$ cat config.mk
export PLATFORM = sky130hd
export DESIGN_NAME = adc_seq_ctrl
export DESIGN_NICKNAME = d
export VERILOG_FILES = /design/src/rtl/adc_seq_pkg.sv /design/src/rtl/adc_clk_div.sv /design/src/rtl/adc_sar_core.sv /design/src/rtl/adc_seq_ctrl.sv
export SDC_FILE = /design/constraint.sdc
export NUM_CORES = 1
export LEC_CHECK = 0
export CORE_MARGIN = 3
export CORE_UTILIZATION = 47
export CTS_CLUSTER_DIAMETER = 50
export DETAILED_ROUTE_END_ITERATION = 8
export MAX_ROUTING_LAYER = met4
export PLACE_DENSITY = 0.75
export SLEW_MARGIN = 20
export SYNTH_ARGS = -nofsm -noshare
export SYNTH_HDL_FRONTEND = slang
export SYNTH_SLANG_ARGS = --single-unit
$ cat constraint.sdc
create_clock -name clk_i -period 4.2 [get_ports clk_i]
set_clock_uncertainty 0.15 [all_clocks]
set_input_delay 0.42 -clock clk_i [delete_from_list [all_inputs] [get_ports clk_i]]
set_output_delay 0.42 -clock clk_i [all_outputs]
set_load 0.005 [all_outputs]
$ cat src/rtl/adc_seq_pkg.sv
package adc_seq_pkg;
  typedef enum logic [1:0] {ST_IDLE, ST_SAMPLE, ST_CONV} sar_state_e;
  localparam int CTL_START_BIT = 7;
  localparam int CTL_EOC_BIT   = 6;
endpackage

$ cat src/rtl/adc_clk_div.sv
module adc_clk_div #(
  parameter int SEL_W = 2
) (
  input  logic             clk_i,
  input  logic             rst_ni,
  input  logic             run_i,
  input  logic [SEL_W-1:0] sel_i,
  output logic             tick_o
);
  localparam int CNT_W = 2 * ((1 << SEL_W) - 1) + 1;

  logic [CNT_W-1:0] cnt_q;
  logic [CNT_W:0]   div_full;
  logic [CNT_W-1:0] last_cnt;

  // divisor = 2 << (2*sel)
  assign div_full = {{CNT_W{1'b0}}, 1'b1} << (32'd1 + 32'd2 * 32'(sel_i));
  assign last_cnt = CNT_W'(div_full - 1'b1);
  assign tick_o   = run_i && (cnt_q == last_cnt);

  always_ff @(posedge clk_i or negedge rst_ni) begin
    if (!rst_ni)       cnt_q <= '0;
    else if (!run_i)   cnt_q <= '0;
    else if (tick_o)   cnt_q <= '0;
    else               cnt_q <= cnt_q + 1'b1;
  end


  tick_gap_chk: assert property (@(posedge clk_i) disable iff (!rst_ni)
    tick_o |=> !tick_o);
endmodule

$ cat src/rtl/adc_sar_core.sv
module adc_sar_core
  import adc_seq_pkg::*;
#(
  parameter int RES_W        = 12,
  parameter int SAMPLE_TICKS = 4
) (
  input  logic             clk_i,
  input  logic             rst_ni,
  input  logic             go_i,
  input  logic             tick_i,
  input  logic             cmp_i,
  output logic             busy_o,
  output logic             done_o,
  output logic [RES_W-1:0] trial_o,
  output logic [RES_W-1:0] result_o
);
  localparam int IDX_W = $clog2(RES_W);
  localparam int PH_W  = (SAMPLE_TICKS > 2) ? $clog2(SAMPLE_TICKS) : 1;

  sar_state_e       state_q;
  logic [PH_W-1:0]  phase_q;
  logic [IDX_W-1:0] bit_q;
  logic [RES_W-1:0] work_q;
  logic [RES_W-1:0] bit_mask;
  logic [RES_W-1:0] low_mask;

  assign bit_mask = {{(RES_W-1){1'b0}}, 1'b1} << bit_q;
  assign low_mask = (bit_mask << 1) - 1'b1;
  assign busy_o   = (state_q != ST_IDLE);
  assign trial_o  = (state_q == ST_CONV) ? (work_q | bit_mask) : '0;
  assign done_o   = (state_q == ST_CONV) && tick_i && (bit_q == '0);
  assign result_o = cmp_i ? (work_q | bit_mask) : work_q;

  always_ff @(posedge clk_i or negedge rst_ni) begin
    if (!rst_ni) begin
      state_q <= ST_IDLE;
      phase_q <= '0;
      bit_q   <= '0;
      work_q  <= '0;
    end else begin
      case (state_q)
        ST_IDLE: if (go_i) begin
          state_q <= ST_SAMPLE;
          phase_q <= '0;
          work_q  <= '0;
        end
        ST_SAMPLE: if (tick_i) begin
          if (phase_q == PH_W'(SAMPLE_TICKS - 1)) begin
            state_q <= ST_CONV;
            bit_q   <= IDX_W'(RES_W - 1);
          end else begin
            phase_q <= phase_q + 1'b1;
          end
        end
        ST_CONV: if (tick_i) begin
          if (cmp_i) work_q <= work_q | bit_mask;
          if (bit_q == '0) state_q <= ST_IDLE;
          else             bit_q   <= bit_q - 1'b1;
        end
        default: state_q <= ST_IDLE;
      endcase
    end
  end


  go_idle_chk: assert property (@(posedge clk_i) disable iff (!rst_ni)
    go_i |-> (state_q == ST_IDLE));

  trial_low_zero_chk: assert property (@(posedge clk_i) disable iff (!rst_ni)
    (state_q == ST_CONV) |-> ((work_q & low_mask) == '0));
endmodule

$ cat src/rtl/adc_seq_ctrl.sv
module adc_seq_ctrl
  import adc_seq_pkg::*;
#(
  parameter int RES_W        = 12,
  parameter int NUM_CH       = 5,
  parameter int CH_W         = 3,
  parameter int SEL_W        = 2,
  parameter int SAMPLE_TICKS = 4
) (
  input  logic             clk_i,
  input  logic             rst_ni,
  input  logic             ctl_we_i,
  input  logic [7:0]       ctl_wdata_i,
  output logic [7:0]       ctl_o,
  input  logic             sel_we_i,
  input  logic [SEL_W-1:0] sel_wdata_i,
  output logic [SEL_W-1:0] sel_o,
  input  logic             irq_clr_i,
  output logic             irq_o,
  input  logic             cmp_i,
  output logic [RES_W-1:0] trial_o,
  output logic [CH_W-1:0]  chan_o,
  output logic [7:0]       res_hi_o,
  output logic [7:0]       res_lo_o
);
  logic             start_q, start_d1_q, eoc_q, irq_q;
  logic [CH_W-1:0]  chan_q, conv_chan_q;
  logic [SEL_W-1:0] sel_q, conv_sel_q;
  logic [RES_W-1:0] res_q;
  logic             fall, chan_ok, go, busy, done, tick;
  logic [RES_W-1:0] final_res;

  assign fall    = start_d1_q & ~start_q;
  assign chan_ok = (chan_q < CH_W'(NUM_CH));
  assign go      = fall & ~busy & chan_ok;

  always_ff @(posedge clk_i or negedge rst_ni) begin
    if (!rst_ni) begin
      start_q    <= 1'b0;
      start_d1_q <= 1'b0;
      chan_q     <= '0;
      sel_q      <= '0;
    end else begin
      start_d1_q <= start_q;
      if (ctl_we_i) begin
        start_q <= ctl_wdata_i[CTL_START_BIT];
        chan_q  <= ctl_wdata_i[CH_W-1:0];
      end
      if (sel_we_i) sel_q <= sel_wdata_i;
    end
  end

  // conversion context, status and results
  always_ff @(posedge clk_i or negedge rst_ni) begin
    if (!rst_ni) begin
      eoc_q       <= 1'b1;
      irq_q       <= 1'b0;
      conv_chan_q <= '0;
      conv_sel_q  <= '0;
      res_q       <= '0;
    end else begin
      if (go) begin
        eoc_q       <= 1'b1;
        conv_chan_q <= chan_q;
        conv_sel_q  <= sel_q;
      end
      if (done) begin
        eoc_q <= 1'b0;
        res_q <= final_res;
        irq_q <= 1'b1;
      end else if (irq_clr_i) begin
        irq_q <= 1'b0;
      end
    end
  end

  adc_clk_div #(.SEL_W(SEL_W)) u_div (
    .clk_i  (clk_i),
    .rst_ni (rst_ni),
    .run_i  (busy),
    .sel_i  (conv_sel_q),
    .tick_o (tick)
  );

  adc_sar_core #(.RES_W(RES_W), .SAMPLE_TICKS(SAMPLE_TICKS)) u_sar (
    .clk_i    (clk_i),
    .rst_ni   (rst_ni),
    .go_i     (go),
    .tick_i   (tick),
    .cmp_i    (cmp_i),
    .busy_o   (busy),
    .done_o   (done),
    .trial_o  (trial_o),
    .result_o (final_res)
  );

  assign ctl_o    = {start_q, eoc_q, {(6-CH_W){1'b0}}, chan_q};
  assign sel_o    = sel_q;
  assign irq_o    = irq_q;
  assign chan_o   = conv_chan_q;
  assign res_hi_o = 8'(res_q >> 8);
  assign res_lo_o = res_q[7:0];


  eoc_set_chk: assert property (@(posedge clk_i) disable iff (!rst_ni)
    go |=> ctl_o[CTL_EOC_BIT]);

  done_flags_chk: assert property (@(posedge clk_i) disable iff (!rst_ni)
    done |=> (irq_o && !ctl_o[CTL_EOC_BIT]));

  res_hold_chk: assert property (@(posedge clk_i) disable iff (!rst_ni)
    !done |=> ($stable(res_hi_o) && $stable(res_lo_o)));

  chan_valid_chk: assert property (@(posedge clk_i) disable iff (!rst_ni)
    busy |-> (chan_o < CH_W'(NUM_CH)));

  idle_trial_chk: assert property (@(posedge clk_i) disable iff (!rst_ni)
    !busy |-> (trial_o == '0));
endmodule

==> metrics.txt <==
n_diodes 0; Final Slew Violations 0; Required @ worst endpoint 3630 ps; fillers about 500; Critical Path Source Type register; commonest non-fill, non-tap cell in the layout dfrtp_1; Root Driver clkbuf_8; Final period util 70.7%; Layout area overhead 19.4%; Longest Clk Path Bufs 2; Fin Setup TNS 0 ps; largest net degree at the start of global routing 36; most frequent cells in the layout 52 x dfrtp_1, 45 x clkdlybuf4s50_1, 21 x inv_1; worst setup path class register to primary output; relative slew slack 45.2%; core area between 5000 and 6000 um^2; Worst-path clk slew 90 ps; pwr dens around 470 nW/um^2; grt total ovfl 0; # Post-CTS Setup Buffers 0; final hold vios 0; Via Count 1990; syn_area_per_cell 11.0 um^2; Multi-input gate area around 1200 um^2; Switching Fraction about a third; DRC viols 0; Synth Instances around 250; drt pass-1 iters 4; clk_lat worst skew about 310 ps; Top-Level Pins 58; layout cells sized above 1 between 10% and 20%; outcome complete, no violations; synthesized cell area 2750 um^2; Initial Util between 40% and 50%; WP data arrival 2400 ps; unrepaired setup endpoints after global routing no; RePlAce Congestion about 0.81; Pint around 1000 uW; worst-margin pin slew 823 ps; WL final approximately 5300 um; Leak ~0.0014 uW; 1st-iter DRT viols 97; row cnt 27; first-pass GRT wire length 8800 um; Min-Delay Path Class register to register; Crit Path Max Fanout 7; synth unique cells 44; synth warn 0; Seq/Total Area, Yosys just under 50%; Total GRT Usage between 10% and 20%; final worst slack about 1200 ps; CP Capture Type primary output; Storage cell area about 1300 um^2; Via density ~5.5; PnR Total Power roughly 1600 uW; Flop pwr share 43.8%; net switching power ~540 uW; Combinational Power Share 33.3%; post-CTS sizing 0; Setup violations, final 0; Clock Sinks between 50 and 60; H-tree Lvls 2; Max Cap Viol 0; Final HPWL DP roughly 3800 um; die width just over 80 um; Peak VDD IR between 0.0002 and 0.00025 V; vias in the first global route between 1500 and 2000; clock share of power about 23%; CTS tree done; die height just over 80 um; Final nets 311; initial antenna violation count 0; FMAX about 340 MHz; TritonCTS Buffers 5; pre-CTS WS 1580 ps; wire per inst roughly 15 um; DIE AREA around 6800 um^2; Hold-fix buffers, CTS 1; post-layout min period approximately 3000 ps; Routed Antenna Nets 0; synthesized flop and latch total 53; IO buf count 46
==> final timing paths <==
kind	slack, ps	cells past startpoint	end	from
worst max-delay path	1230	6	trial_o[0]	u_sar.bit_q[0]$_DFFE_PN0P_
worst min-delay path	280	0	start_d1_q$_DFF_PN0_	start_q$_DFFE_PN0P_
worst max register to register	1710	6	u_sar.bit_q[1]$_DFFE_PN0P_	u_sar.bit_q[0]$_DFFE_PN0P_
worst min register to register	280	0	start_d1_q$_DFF_PN0_	start_q$_DFFE_PN0P_
max in group asynchronous	2630	3	eoc_q$_DFFE_PN1P_	rst_ni
min in group asynchronous	430	2	res_q[0]$_DFFE_PN0P_	rst_ni
==> logic make-up (layout without fill, tap and decap cells) <==
| logic type | Yosys count | after routing | share of synthesized area (%) |
|---|---|---|---|
| other | 1 | 7 | 0.136 |
| adders and majority gates | 7 | 7 | 3.18 |
| muxes | 27 | 27 | 10.4 |
| AOI/OAI and AO/OA | 51 | 51 | 13.8 |
| buffers and inverters | 43 | 77 | 8.96 |
| and+or+nand+nor | 62 | 62 | 13.6 |
| DFF | 53 | 53 | 48.3 |
| xor gates and xnor gates | 5 | 5 | 1.59 |
==> power groups by stage <==
stage	logic, uW	clock network [uW]	registers [uW]
finish	517	356	681
CTS	520	365	681
floorplan	429	0	661
global route	587	382	696
detailed placement	515	0	691
global placement	502	0	685
==> cell usage after synthesis, drive strengths merged <==
cell type / count / share of area (%)
and3: 6 / 1.6
nor3: 6 / 1.1
o22a: 1 / 0.32
nand2: 5 / 0.68
mux2i: 15 / 5.5
conb: 1 / 0.14
inv: 21 / 2.9
dfrtp: 52 / 47
xor2: 2 / 0.64
o31ai: 1 / 0.77
or4b: 2 / 0.86
a32o: 12 / 4.4
and2: 1 / 0.23
a41oi: 2 / 0.64
nor2b: 2 / 0.45
and4: 1 / 0.36
nand4b: 1 / 0.32
nand3b: 1 / 0.27
a31oi: 13 / 3.0
nor2: 20 / 2.7
buf: 14 / 5.0
nand3: 5 / 0.91
dfstp: 1 / 0.96
o21ai: 3 / 0.55
clkbuf: 8 / 1.1
a41o: 1 / 0.36
or3: 1 / 0.23
o2bb2ai: 1 / 0.32
nand4: 5 / 2.2
nand2b: 2 / 0.45
nor3b: 3 / 0.82
or4: 1 / 0.41
a21boi: 2 / 0.55
xnor2: 3 / 0.96
mux2: 12 / 4.9
ha: 7 / 3.2
a221oi: 2 / 0.64
a21oi: 13 / 2.4
==> worst max-delay path, stage by stage, from the launching register on <==
cell and delay, ps:
dfrtp_1 420, inv_1 160, ha_1 300, nor3b_1 500
nor2_1 80, nor2_1 120, clkdlybuf4s50_1 520
==> through the flow <==
| stage | area, um^2 | hold slack (ps) | std cells | utilization [%] |
|---|---|---|---|---|
| final | 3280 | 282 | 361 | 58.9 |
| after global routing | 3280 | 313 | 361 | 58.9 |
| after CTS | 3280 | 285 | 361 | 58.9 |
| after detailed placement | 3160 | 240 | 352 | 56.7 |
| after global placement | 3160 | 235 | 352 | 56.7 |
| after floorplan | 2770 | -25.6 | 255 | - |
==> registers in the layout, indices dropped and copies added (netlist names), 2 cells and up <==
| name | cells |
|---|---|
| chan_o | 3 |
| sel_o | 2 |
| u_div.cnt_q | 7 |
| u_sar.work_q | 12 |
| u_sar.bit_q | 4 |
| conv_sel_q | 2 |
| u_sar.phase_q | 2 |
| res_q | 12 |
| chan_q | 3 |
| u_sar.state_q | 2 |
==> routing by layer <==
metal  track usage, %  wire [um]
met1             20.9       2350
met2             29.6       2710
met3             3.69        238
met4             5.07         38
met5                -          0
==> cell type report <==
type / instances / share of cell area [%]
Clock buffer: 7 / 2.63
Clock inverter: 1 / 0.914
Inverter: 21 / 2.40
Multi-Input combinational cell: 159 / 36.5
Sequential cell: 53 / 40.4
Tap cell: 72 / 2.74
Timing Repair Buffer: 48 / 14.4
Note: power is estimated with default switching activity, not from simulation.
